--- src/rtl/cpwm_pkg.sv ---
package cpwm_pkg;
  // strobes from control to datapath
  typedef struct packed {
    logic load;     // capture requested modulus / compare
    logic inc;      // counter + 1
    logic dec;      // counter - 1
    logic goUp;     // direction becomes rising
    logic goDown;   // direction becomes falling
  } cpwm_strobe_t;
endpackage

--- src/rtl/cpwm_datapath.sv ---
module cpwm_datapath
  import cpwm_pkg::*;
#(
  parameter int CNT_W = 16
) (
  input  logic             clk,
  input  logic             rst,
  input  logic             en,
  input  logic [CNT_W-1:0] modIn,
  input  logic [CNT_W-1:0] cmpIn,
  input  cpwm_strobe_t     strb,
  output logic [CNT_W-1:0] cnt,
  output logic             up,
  output logic [CNT_W-1:0] modAct,
  output logic [CNT_W-1:0] cmpAct,
  output logic             primed
);
  localparam logic [CNT_W-1:0] STEP = {{(CNT_W-1){1'b0}}, 1'b1};

  always_ff @(posedge clk or posedge rst) begin
    if (rst) begin
      cnt    <= '0;
      up     <= 1'b1;
      modAct <= '0;
      cmpAct <= '0;
      primed <= 1'b0;
    end else begin
      if (strb.load) begin
        modAct <= modIn;
        cmpAct <= cmpIn;
        primed <= 1'b1;
      end
      if (strb.inc)      cnt <= cnt + STEP;
      else if (strb.dec) cnt <= cnt - STEP;
      if (strb.goUp)        up <= 1'b1;
      else if (strb.goDown) up <= 1'b0;
    end
  end


  cnt_hold_chk: assert property (@(posedge clk) disable iff (rst)
    !en |=> $stable(cnt));


  cnt_move_chk: assert property (@(posedge clk) disable iff (rst)
    (en && primed && modAct != '0) |=> (cnt != $past(cnt)));
endmodule

--- src/rtl/cpwm_control.sv ---
module cpwm_control
  import cpwm_pkg::*;
#(
  parameter int CNT_W = 16
) (
  input  logic             clk,
  input  logic             rst,
  input  logic             en,
  input  logic [CNT_W-1:0] cnt,
  input  logic             up,
  input  logic [CNT_W-1:0] modAct,
  input  logic [CNT_W-1:0] cmpAct,
  input  logic             primed,
  input  logic [1:0]       edgeSel,
  input  logic             clrMatch,
  input  logic             clrOvf,
  output cpwm_strobe_t     strb,
  output logic             pwm,
  output logic             matchFlag,
  output logic             ovfFlag
);
  localparam logic [CNT_W-1:0] ZERO = '0;

  logic run, atTop, atBottom;
  logic matchEv, ovfEv, fallSide, overCmp, pinCtl, activeLvl;

  assign run      = en & primed;
  assign atTop    = up & (cnt >= modAct);
  assign atBottom = ~up & (cnt == ZERO);

  // counter sequencing
  always_comb begin
    strb      = '0;
    strb.load = en & (~primed | (run & atTop));
    if (run) begin
      if (atTop) begin
        if (modAct != ZERO) begin
          strb.dec    = 1'b1;
          strb.goDown = 1'b1;
        end
      end else if (up) begin
        strb.inc = 1'b1;
      end else if (atBottom) begin
        strb.inc  = 1'b1;
        strb.goUp = 1'b1;
      end else begin
        strb.dec = 1'b1;
      end
    end
  end

  // event classification: top counts as falling side, zero as rising side
  assign matchEv   = run & (cnt == cmpAct);
  assign ovfEv     = run & atTop;
  assign fallSide  = atTop | (~up & (cnt != ZERO));
  assign overCmp   = cmpAct > modAct;
  assign pinCtl    = |edgeSel;
  assign activeLvl = ~edgeSel[0];

  always_ff @(posedge clk or posedge rst) begin
    if (rst) begin
      matchFlag <= 1'b0;
      ovfFlag   <= 1'b0;
      pwm       <= 1'b0;
    end else begin
      matchFlag <= matchEv | (matchFlag & ~clrMatch);
      ovfFlag   <= ovfEv | (ovfFlag & ~clrOvf);
      if (run && pinCtl) begin
        if (overCmp)      pwm <= activeLvl;
        else if (matchEv) pwm <= fallSide ? activeLvl : ~activeLvl;
      end
    end
  end


  match_sticky_chk: assert property (@(posedge clk) disable iff (rst)
    (matchFlag && !clrMatch) |=> matchFlag);


  ovf_set_chk: assert property (@(posedge clk) disable iff (rst)
    (en && primed && up && cnt >= modAct) |=> ovfFlag);


  pin_free_chk: assert property (@(posedge clk) disable iff (rst)
    (edgeSel == 2'b00) |=> $stable(pwm));
endmodule

--- src/rtl/cpwm_channel.sv ---
module cpwm_channel
  import cpwm_pkg::*;
#(
  parameter int CNT_W = 16
) (
  input  logic             clk,
  input  logic             rst,
  input  logic             enable,
  input  logic [CNT_W-1:0] modIn,
  input  logic [CNT_W-1:0] cmpIn,
  input  logic [1:0]       edgeSel,
  input  logic             intEn,
  input  logic             clrMatch,
  input  logic             clrOvf,
  output logic             pwmOut,
  output logic             irq,
  output logic             matchFlag,
  output logic             ovfFlag
);
  cpwm_strobe_t     strb;
  logic [CNT_W-1:0] cnt, modAct, cmpAct;
  logic             up, primed;

  cpwm_datapath #(.CNT_W(CNT_W)) u_dp (
    .clk(clk), .rst(rst), .en(enable), .modIn(modIn), .cmpIn(cmpIn),
    .strb(strb), .cnt(cnt), .up(up), .modAct(modAct), .cmpAct(cmpAct),
    .primed(primed)
  );

  cpwm_control #(.CNT_W(CNT_W)) u_ctl (
    .clk(clk), .rst(rst), .en(enable), .cnt(cnt), .up(up),
    .modAct(modAct), .cmpAct(cmpAct), .primed(primed), .edgeSel(edgeSel),
    .clrMatch(clrMatch), .clrOvf(clrOvf), .strb(strb), .pwm(pwmOut),
    .matchFlag(matchFlag), .ovfFlag(ovfFlag)
  );

  assign irq = matchFlag & intEn;


  irq_gate_chk: assert property (@(posedge clk) disable iff (rst)
    (!matchFlag) |-> !irq);
endmodule

--- config.mk ---
export PLATFORM = sky130hd
export DESIGN_NAME = cpwm_channel
export DESIGN_NICKNAME = d
export VERILOG_FILES = /design/src/rtl/cpwm_pkg.sv /design/src/rtl/cpwm_datapath.sv /design/src/rtl/cpwm_control.sv /design/src/rtl/cpwm_channel.sv
export SDC_FILE = /design/constraint.sdc
export NUM_CORES = 1
export LEC_CHECK = 0
export BUFFER_PORTS_ARGS = -buffer_cell sky130_fd_sc_hd__buf_2
export CAP_MARGIN = 20
export CORE_UTILIZATION = 53
export DETAILED_ROUTE_END_ITERATION = 6
export HOLD_SLACK_MARGIN = 0.05
export PLACE_DENSITY = 0.77
export RECOVER_POWER = 100
export SLEW_MARGIN = 20
export SYNTH_ARGS = -nofsm -noshare
export SYNTH_HDL_FRONTEND = slang
export SYNTH_SLANG_ARGS = --single-unit
--- constraint.sdc ---
create_clock -name clk -period 3.6 [get_ports clk]
set_input_delay 0.72 -clock clk [delete_from_list [all_inputs] [get_ports clk]]
set_output_delay 0.72 -clock clk [all_outputs]
set_load 0.05 [all_outputs]
# Yosys cells after proc, flatten, opt, wreduce, memory -nomap -nowiden
# Cells that the tools add are included.
# word_totals
elab_cells,58
register_bits,53
output_inout_bits,4
in_bits,40
# classes
n_mux,17
add_sub_neg,2
eq_ne,1
reduce_logical,9
bitwise_logic,19
order_cmp,2
# op_table
op,n
two-way mux 16 bit,2
nonzero test 16 bit,2
"adder 16 x 1 -> 16 bit, second input constant",1
== test 16 bit,1
>= comparator 16 bit,1
> comparator 16 bit,1
logical NOT 16 bit,1
"subtractor 16 x 1 -> 16 bit, second input constant",1
two-way mux 1 bit,13
AND 1 bit,10
nonzero test 2 bit,3
NOT 1 bit,5
two-way mux 4 bit,1
bitwise OR 1 bit,4
two-way mux 2 bit,1
AND reduction 2 bit,1
OR reduction 2 bit,1
logical AND 1 bit,1

# Longest topological paths before layout
# Gate-level depths: netlist of run 1.
# logic_depth
word_depth,8
depth_mapped,17
mapped_depth_nobuf,15

# Hierarchy
# From an unflattened synthesis of run 1, not the netlist that was laid out.
# unflattened
cells_unflattened,372
hier_area_um2,3709.8
# by_module_without_submodules
module,area_each_um2,cells_each,seq_area_each_um2,instances
cpwm_datapath,2502.4,215,1252.5,1
cpwm_control,1201.2,156,75.1,1
cpwm_channel,6.3,1,0.0,1

# Worst setup path after synthesis of run 1
# OpenSTA, ideal clock, no wires.
# synth_timing
path_kind,register to register
start,register u_dp.cnt[0]
end,register u_dp.cnt[11]
required_time_ps,3521
setup_ps,79
arrival_time_ps,3438
slack_ps,83
period_less_slack_ps,3517
path_stages_with_launch,18
n_path_buf,2
cell_sequence,dfrtp_1 -> inv_1 -> ha_1 -> nand2b_4 -> a2111oi_4 -> nor4b_2 -> o31ai_4 -> nand3_2 -> buf_4 -> ha_1 -> clkbuf_1 -> nand4_1 -> nor2_1 -> nor2_1 -> nand4_1 -> a2bb2oi_1 -> mux2i_1 -> xor2_1
# synth_between
elab_chain_len,7
elab_cells_between_ends,16
classes_between,add/sub: 2; order compare: 1; mux: 9; bitwise: 2; reduce/logical: 2
# synth_rtl
item,line,text
start: declaration,cpwm_datapath.sv:12,"output logic [CNT_W-1:0] cnt,"
start signal: assignment,cpwm_datapath.sv:33,if (strb.inc) cnt <= cnt + STEP;
start signal: assignment,cpwm_datapath.sv:34,else if (strb.dec) cnt <= cnt - STEP;
branches (longest 7 deep; another with >= comparator 16 bit),--,
# Parallel ways; which one is timed is not known. The select of a mux whose other input is x is not followed.
# A chain may end at the register's enable or synchronous reset.

# Final worst setup path of run 1
# layout_timing
start,register u_dp.cnt[0]
end,register u_dp.cnt[13]
# Same word-level chain as after synthesis.

==> metrics.md, run 1 <==
| Metric | Value |
|---|---|
| Critical Path, Cell by Cell | inv_1, ha_1, nand2b_4, a2111oi_4, nor4b_2, o31ai_4, nand3_1, ha_1, a21o_1, nand3_1, a41oi_1, a311o_1, o32ai_2, xor2_1 |
| Vias per cell | 5.88 |
| Setup TNS | 0 ps |
| Row cnt | 29 |
| Period utilization | 96.0% |
| Cell count after placement | 501 |
| Nets | 508 |
| Crit Path Max Fanout | 3 |
| Fmax | 289 MHz |
| Clock buffer depth | 2 |
| Number of flops mapped to enable cells by yosys | 0 |
| Register area share after synthesis | 36.5% |
| Synthesized instance count | 379 |
| Crit path buf inv count | 1 |
| Number of DRC markers in iteration 0 | 174 |
| Initial Util | 56.0% |
| Total number of yosys warnings | 0 |
| DIE WIDTH | 84.9 um |
| WL final | 8700 um |
| Peak VDD IR | 0.000447 V |
| Drc violations | 0 |
| Asr flop ratio synth | 100% |
| Crit path capture type | register |
| Vias in the first global route | 2996 |
| CTS Buf Count | 5 |
| Pin count of the biggest net entering global routing | 54 |
| Max Clock Skew | 11.5 ps |
| Status | finished with violations |
| Post-Syn Area | 3640 um^2 |
| Flop-to-flop setup slack | 140 ps |
| Top delay family on crit path | compound AO/OA/AOI/OAI gates |
| RSZ-0062 raised after global routing | no |
| Setup violations, final | 0 |
| Mapped Avg Cell Area | 9.60 um^2 |
| Failing checks | capacitance limit, slew limit |
| Crit Path Class | reg -> reg |
| N_diodes | 0 |
| Ys flop type | dfrtp_1 |
| Worst-skew pair later-pin latency | 320 ps |
| Power Dens Cells | 904 nW/um^2 |
| Post-DP HPWL | 6770 um |
| Register bit total from synthesis | 53 |
| Largest stage delay, worst path | 400 ps |
| Total Routing Usage GR | 25.5% |
| CP Data Arrival Time | 3700 ps |
| Library cells used by synthesis | 59 |
| Die area | 7200 um^2 |
| Slew Viols, Final | 54 |
| DR WL/cell | 17.1 um |
| Synthesized Nets | 454 |
| GRT overflow | 0 |
| Drt pass-1 iters | 7 |
| CP Data Required Time | 3840 ps |
| IO Pins | 44 |
| Clock sink count | 53 |
| Post-route ant nets | 0 |
| Die H | 84.9 um |
| Worst-Margin Slew | 2330 ps |
| Endpoints failing hold | 0 |
| Leakage power | 1.85 nW |
| HP Class | reg -> reg |
| Max_cap viols | 1 |
| Share of cells above drive strength 1 | 23.1% |
| Rel. slew slack | -56.1% |
| First-pass GRT wire length | 14300 um |
| FILL cells | 556 |
| CTS tree | built |
| GP Congestion | 0.911 |
| Initial antenna violation count | 0 |
| Finished Layout Cells | 510 |
| Port Buf Inserts | 43 |
| Via total after detailed routing | 3001 |
| Crit path max-delay cell type | a311o_1 |
| Area of the core | 6490 um^2 |
| Post-CTS Hold Buffers | 0 |
| CP Launch Type | register |
| H-Tree Depth | 2 |
| Area grow syn2layout | 13.0% |
| Tmin final | 3460 ps |
| CTS root buf | clkbuf_8 |
| Worst-path clk slew | 100 ps |
[stage by stage]
step	power [W]	hold slack [ps]	area (um^2)	util, %	worst slack [ps]
floorplan	0.00270	472	3640	-	83.2
global placement	0.00322	523	4030	62.1	213
detailed placement	0.00332	534	4030	62.1	103
CTS	0.00368	549	4120	63.5	72.1
global route	0.00402	566	4110	63.3	10.2
finish	0.00372	549	4110	63.3	142
[timing repair]
item | CTS | global route
setup endpoints to repair | 0 | 9
resized for setup | 0 | 4
buffers inserted | 0 | 2
[worst min-delay path, delay by kind of cell, from the launching register on]
kind | cells | cell delay [ps]
compound gates | 1 | 80
buf+inv | 1 | 50
flops | 1 | 390
[cells in the final DEF (no fill, tap or decap), types with 7 or more instances in the layout]
master / synthesis / routed
a21oi_1: 17 / 17
buf_2: 9 / 38
buf_4: 2 / 19
dfrtp_1: 52 / 52
ha_1: 34 / 34
inv_1: 23 / 23
mux2_2: 16 / 16
nand2_1: 37 / 37
nand3_1: 11 / 11
nand4_1: 18 / 18
nor2_1: 13 / 13
nor3_1: 7 / 7
o21ai_0: 25 / 25
xnor2_1: 20 / 20
xor2_1: 12 / 12
[cell families after synthesis]
kind of cell	share of synthesized area (%)
compound gates	14.4
mux	6.05
buf+inv	5.05
flops	36.5
simple gates	18.1
fa+ha+maj	12.2
xor+xnor	7.70
[Yosys cell counts, types with 11 or more instances]
cell type | n | area (um^2)
dfrtp_1 | 52 | 1300
nand2_1 | 37 | 139
ha_1 | 34 | 425
o21ai_0 | 25 | 125
inv_1 | 23 | 86.3
xnor2_1 | 20 | 175
nand4_1 | 18 | 113
a21oi_1 | 17 | 85.1
mux2_2 | 16 | 180
nor2_1 | 13 | 48.8
xor2_1 | 12 | 105
nand3_1 | 11 | 55.1
[layer usage]
| layer | track usage [%] | vias to the layer above | part of all wire (%) |
|---|---|---|---|
| met5 | 0 | - | 0 |
| met4 | 8.47 | 0 | 2.1 |
| met3 | 3.79 | 17 | 3.9 |
| met2 | 41.8 | 78 | 47 |
| met1 | 34.9 | 1453 | 47 |
| li1 | - | 1453 | - |
[sequential cells by signal, indices dropped and copies added, names as in the netlist]
register         count
u_ctl.ovfFlag        1
u_dp.cmpAct         16
u_dp.cnt            16
u_ctl.pwm            1
u_ctl.matchFlag      1
u_dp.modAct         16
u_dp.primed          1
u_dp.up              1
[where the power goes]
part	internal, W	switching (W)
sequential	0.000880	0.000339
combinational	0.000987	0.00116
clock	0.000153	0.000200
[worst paths after layout]
| check | depth (start not counted) | from | endpoint |
|---|---|---|---|
| setup / recovery | 14 | u_dp.cnt[0]$_DFFE_PP0P_ | u_dp.cnt[13]$_DFFE_PP0P_ |
| hold / removal | 2 | u_ctl.ovfFlag$_DFF_PP0_ | u_ctl.ovfFlag$_DFF_PP0_ |
| setup reg to reg | 14 | u_dp.cnt[0]$_DFFE_PP0P_ | u_dp.cnt[13]$_DFFE_PP0P_ |
| hold reg to reg | 2 | u_ctl.ovfFlag$_DFF_PP0_ | u_ctl.ovfFlag$_DFF_PP0_ |
| max in group asynchronous | 2 | rst | u_dp.cnt[9]$_DFFE_PP0P_ |
| min in group asynchronous | 2 | rst | u_dp.cmpAct[3]$_DFFE_PP0P_ |
[cell type report]
type / count / area (um^2) / share of cell area [%]
clock buffers: 6 / 82.6 / 2.01
clock inverters: 1 / 7.51 / 0.182
multi-input cells: 284 / 2140 / 52.1
flip-flops and latches: 53 / 1330 / 32.3
repair buffers: 65 / 365 / 8.88
well taps: 77 / 96.3 / 2.34
inverters: 24 / 91.3 / 2.22
(Power assumes the default switching activity.)
==> run 2, diff against run 1 <==
--- a/config.mk
+++ b/config.mk
@@ -5,14 +5,14 @@
 export SDC_FILE = /design/constraint.sdc
 export NUM_CORES = 1
 export LEC_CHECK = 0
-export BUFFER_PORTS_ARGS = -buffer_cell sky130_fd_sc_hd__buf_2
+export BUFFER_PORTS_ARGS = -buffer_cell sky130_fd_sc_hd__clkbuf_2
 export CAP_MARGIN = 20
 export CORE_UTILIZATION = 53
 export DETAILED_ROUTE_END_ITERATION = 6
-export HOLD_SLACK_MARGIN = 0.05
 export PLACE_DENSITY = 0.77
 export RECOVER_POWER = 100
 export SLEW_MARGIN = 20
 export SYNTH_ARGS = -nofsm -noshare
 export SYNTH_HDL_FRONTEND = slang
 export SYNTH_SLANG_ARGS = --single-unit
+export TNS_END_PERCENT = 5
==> metrics.md, run 2 (synthesized netlist as in run 1, its figures left out) <==
| Metric | Value |
|---|---|
| CP Launch Type | register |
| Area grow syn2layout | 13.5% |
| Worst-path clk slew | 100 ps |
| CP Data Arrival Time | 3650 ps |
| GRT overflow | 0 |
| Setup TNS | 0 ps |
| Pin count of the biggest net entering global routing | 54 |
| Max_cap viols | 1 |
| Commonest non-fill, non-tap cell in the layout | dfrtp_1 |
| Post-route ant nets | 0 |
| Number of DRC markers in iteration 0 | 178 |
| Endpoints failing hold | 0 |
| Crit path max-delay cell type | dfrtp_1 |
| Design Power | 0.00373 W |
| Final WS setup | 175 ps |
| Die H | 84.9 um |
| Drc violations | 2 |
| Worst hold slack | 544 ps |
| Peak VDD IR | 0.000540 V |
| Nets | 509 |
| Critical Path, Cell by Cell | inv_1, ha_1, a21oi_1, o21ai_1, a211o_1, o31ai_4, nand3_2, ha_1, buf_4, nor2b_1, a221oi_2, mux2i_1, xor2_1 |
| CP startpoint | u_dp.modAct[11]$_DFFE_PP0P_ |
| DIE WIDTH | 84.9 um |
| RSZ-0062 raised after global routing | no |
| GP Congestion | 0.930 |
| Fmax | 292 MHz |
| Sequential cell area | 1330 um^2 |
| Tmin final | 3420 ps |
| Leakage power | 1.86 nW |
| IO Pins | 44 |
| Area of the core | 6490 um^2 |
| Slew Viols, Final | 54 |
| Largest stage delay, worst path | 390 ps |
| Worst-Margin Slew | 2360 ps |
| Crit Path Class | reg -> reg |
| Clock buffer depth | 2 |
| FILL cells | 550 |
| DR WL/cell | 16.8 um |
| Cell count after placement | 504 |
| Period utilization | 95.1% |
| Multi-input gate area | 2160 um^2 |
| HP Class | reg -> reg |
| H-Tree Depth | 2 |
| Total Routing Usage GR | 25.2% |
| Top delay family on crit path | compound AO/OA/AOI/OAI gates |
| Finished Layout Cells | 511 |
| Initial antenna violation count | 0 |
| Clock sink count | 53 |
| Most frequent cells in the layout | dfrtp_1 (52), clkbuf_2 (39), nand2_1 (37), ha_1 (34), o21ai_0 (24) |
| Status | finished with violations |
| Drt pass-1 iters | 7 |
| Vias per cell | 5.89 |
| WL final | 8600 um |
| N_diodes | 0 |
| Row cnt | 29 |
| CTS tree | built |
| Initial Util | 56.0% |
| Power Dens Cells | 902 nW/um^2 |
| CTS Buf Count | 5 |
| Post CTS Setup Buffer Count | 0 |
| CP Data Required Time | 3830 ps |
| Post-DP HPWL | 6680 um |
| Failing checks | DRC, capacitance limit, slew limit |
| Via total after detailed routing | 3010 |
| Crit path capture type | register |
| Biggest regs | u_dp.cmpAct: 16 flops, u_dp.cnt: 16 flops, u_dp.modAct: 16 flops |
| Min-Delay Startpoint | u_ctl.ovfFlag$_DFF_PP0_ |
| First-pass GRT wire length | 14200 um |
| Crit Path Max Fanout | 7 |
| Worst-skew pair later-pin latency | 310 ps |
| Max Clock Skew | 9.91 ps |
| Setup violations, final | 0 |
| Crit path buf inv count | 2 |
| Vias in the first global route | 2864 |
| Rel. slew slack | -57.9% |
| Worst path most repeated cell | ha_1 |
| Die area | 7200 um^2 |
| Share of cells above drive strength 1 | 23.7% |
| CTS root buf | clkbuf_8 |
| RR Startpoint | u_dp.modAct[11]$_DFFE_PP0P_ |
| Port Buf Inserts | 43 |
| Setup WS pre-CTS | 180 ps |
run 2: cell count changes in the layout (fill, tap and decap cells not counted), sizes merged:
cell,previous run,this run
buf,57,19
clkbuf,14,53
run 2: power breakdown:
part,total (W),internal [W],switching (W)
clock,0.000354,0.000153,0.000202
sequential,0.00120,0.000880,0.000325
combinational,0.00217,0.000993,0.00117
total,0.00373,0.00203,0.00170
run 2: path summary, 6_finish.rpt:
check                                              end  slack (ps)  depth (start not counted)
setup / recovery               u_dp.cnt[8]$_DFFE_PP0P_         180                         13
setup reg to reg               u_dp.cnt[8]$_DFFE_PP0P_         180                         13
hold reg to reg                u_ctl.ovfFlag$_DFF_PP0_         540                          2
min in group asynchronous   u_dp.cmpAct[4]$_DFFE_PP0P_        1020                          2
hold / removal                 u_ctl.ovfFlag$_DFF_PP0_         540                          2
max in group asynchronous  u_dp.modAct[13]$_DFFE_PP0P_        1520                          2
run 2: through the flow:
step / instance area [um^2] / util, %
6_report: 4130 / 63.6
5_1_grt: 4130 / 63.6
4_1_cts: 4130 / 63.6
3_5_place_dp: 4040 / 62.2
3_3_place_gp: 4040 / 62.2
2_1_floorplan: 3640 / -
run 2: worst register-to-register path: stages (launching register included):
cell      delay (ps)
dfrtp_1          390
inv_1            120
ha_1             260
a21oi_1          150
o21ai_1          110
a211o_1          350
o31ai_4          320
nand3_2          170
ha_1             330
buf_4            170
nor2b_1          140
a221oi_2         360
mux2i_1          300
xor2_1           190
run 2: layout make-up:
cell class / instances / area share [%]
Clock inverter: 1 / 0.182
Sequential cell: 53 / 32.1
Clock buffer: 6 / 2.00
Timing Repair Buffer: 66 / 8.90
Tap cell: 77 / 2.33
Multi-Input combinational cell: 284 / 52.3
Inverter: 24 / 2.21
run 2: what timing repair did:
action	CTS	global route
endpoints found under the setup margin	0	8
resized for setup	0	4
hold buffers	0	0
run 2: layer usage:
metal	wire, um	global-route usage [%]
met3	470	3.60
met1	4090	36.3
met5	0	0
met4	94	6.16
met2	3940	40.4
==> run 3, diff against run 2 <==
--- a/config.mk
+++ b/config.mk
@@ -10,7 +10,7 @@
 export CORE_UTILIZATION = 53
 export DETAILED_ROUTE_END_ITERATION = 6
 export PLACE_DENSITY = 0.77
-export RECOVER_POWER = 100
+export RECOVER_POWER = 50
 export SLEW_MARGIN = 20
 export SYNTH_ARGS = -nofsm -noshare
 export SYNTH_HDL_FRONTEND = slang
==> metrics.md, run 3 (synthesized netlist as in run 1, its figures left out) <==
| Metric | Value |
|---|---|
| Status | finished with violations |
| Failing checks | DRC, capacitance limit, slew limit |
| Port Buf Inserts | 43 |
| Die H | 84.9 um |
| Post-route ant nets | 0 |
| Pin count of the biggest net entering global routing | 54 |
| Clock buffer depth | 2 |
| IO Pins | 44 |
| DIE WIDTH | 84.9 um |
| Finished layout cell area | 4150 um^2 |
| Vias per cell | 5.85 |
| CTS-repair resized insts | 0 |
| Leakage power | 1.88 nW |
| N_diodes | 0 |
| Commonest non-fill, non-tap cell in the layout | dfrtp_1 |
| Die area | 7200 um^2 |
| WL final | 8560 um |
| Row cnt | 29 |
| RSZ-0062 raised after global routing | no |
| Rel. slew slack | -59.0% |
| Placed cell area | 4040 um^2 |
| Area of the core | 6490 um^2 |
| Setup TNS | 0 ps |
| FILL cells | 542 |
| Post CTS Setup Buffer Count | 0 |
| Power Dens Cells | 900 nW/um^2 |
| CTS Buf Count | 5 |
| Period utilization | 95.5% |
| Tmin final | 3440 ps |
| Max_cap viols | 1 |
| Biggest regs | u_dp.cmpAct: 16 flops, u_dp.cnt: 16 flops, u_dp.modAct: 16 flops |
| Nets | 509 |
| Worst-skew pair later-pin latency | 310 ps |
| H-Tree Depth | 2 |
| CTS root buf | clkbuf_8 |
| Post-CTS Hold Buffers | 0 |
| First-pass GRT wire length | 14200 um |
| Drc violations | 2 |
| CP Launch Type | register |
| GRT overflow | 0 |
| CP startpoint | u_dp.modAct[11]$_DFFE_PP0P_ |
| Setup violations, final | 0 |
| CP Data Required Time | 3820 ps |
| DR WL/cell | 16.7 um |
| Post-DP HPWL | 6680 um |
| Worst-Margin Slew | 2370 ps |
| Vias in the first global route | 2864 |
| Via total after detailed routing | 2988 |
| Initial antenna violation count | 0 |
| Crit path capture type | register |
| Worst-path clk slew | 100 ps |
| CTS tree | built |
| Crit Path Class | reg -> reg |
| Slew Viols, Final | 54 |
| Crit Path Max Fanout | 7 |
| Most frequent cells in the layout | dfrtp_1 (52), clkbuf_2 (41), nand2_1 (37), ha_1 (34), o21ai_0 (24) |
| Initial Util | 56.0% |
| GP Congestion | 0.930 |
| HP Class | reg -> reg |
| Share of cells above drive strength 1 | 25.1% |
| Max Clock Skew | 8.96 ps |
| Total Routing Usage GR | 25.2% |
| Peak VDD IR | 0.000539 V |
| Number of DRC markers in iteration 0 | 179 |
| RR Startpoint | u_dp.modAct[11]$_DFFE_PP0P_ |
| CP Data Arrival Time | 3660 ps |
| Clock sink count | 53 |
| Fmax | 291 MHz |
| Area grow syn2layout | 14.0% |
| Drt pass-1 iters | 6 |
| Endpoints failing hold | 0 |
| Min-Delay Startpoint | u_ctl.ovfFlag$_DFF_PP0_ |
run 3: cell count changes in the layout (fill, tap and decap cells not counted), sizes merged:
cell / delta
buf: +4
clkbuf: -4
run 3: stage by stage:
step | util (%) | power, W | cells | setup slack, ps | hold slack (ps)
floorplan | - | 0.00270 | 379 | 83.2 | 472
global placement | 62.2 | 0.00324 | 504 | 223 | 526
detailed placement | 62.2 | 0.00333 | 504 | 180 | 532
CTS | 63.6 | 0.00369 | 511 | 149 | 549
global route | 63.9 | 0.00403 | 511 | 9.47 | 585
finish | 63.9 | 0.00373 | 511 | 163 | 544
run 3: layer usage:
metal	vias up	share of wire (%)	GRT usage (%)
met1	1425	47	36.3
met2	97	46	40.4
met3	9	6.2	3.60
met5	-	0	0
li1	1457	-	-
met4	0	1.1	6.16
run 3: path summary, 6_finish.rpt:
path | cells past startpoint | slack [ps] | to
hold / removal | 2 | 540 | u_ctl.ovfFlag$_DFF_PP0_
setup reg to reg | 13 | 160 | u_dp.cnt[8]$_DFFE_PP0P_
min in group asynchronous | 2 | 1010 | u_dp.cmpAct[4]$_DFFE_PP0P_
setup / recovery | 13 | 160 | u_dp.cnt[8]$_DFFE_PP0P_
max in group asynchronous | 2 | 1510 | u_dp.modAct[13]$_DFFE_PP0P_
hold reg to reg | 2 | 540 | u_ctl.ovfFlag$_DFF_PP0_
run 3: report_power, final:
group / internal [W] / leakage (nW) / switching (W)
clock network: 0.000153 / 0.0433 / 0.000201
registers: 0.000880 / 0.642 / 0.000322
logic: 0.00100 / 1.20 / 0.00118
run 3: layout make-up:
type	instances	area (um^2)	share of cell area [%]
clock buffers	6	82.6	1.99
clock inverters	1	7.51	0.181
inverters	24	91.3	2.20
multi-input cells	284	2160	52.0
flip-flops and latches	53	1330	32.0
well taps	77	96.3	2.32
repair buffers	66	385	9.29
run 3: worst max-delay path, stage by stage, from the launching register on:
cell	delay (ps)
dfrtp_1	390
inv_1	120
ha_1	260
a21oi_1	150
o21ai_1	110
a211o_1	350
o31ai_4	320
nand3_2	170
ha_1	330
buf_4	170
nor2b_1	140
a221oi_2	360
mux2i_1	310
xor2_1	200
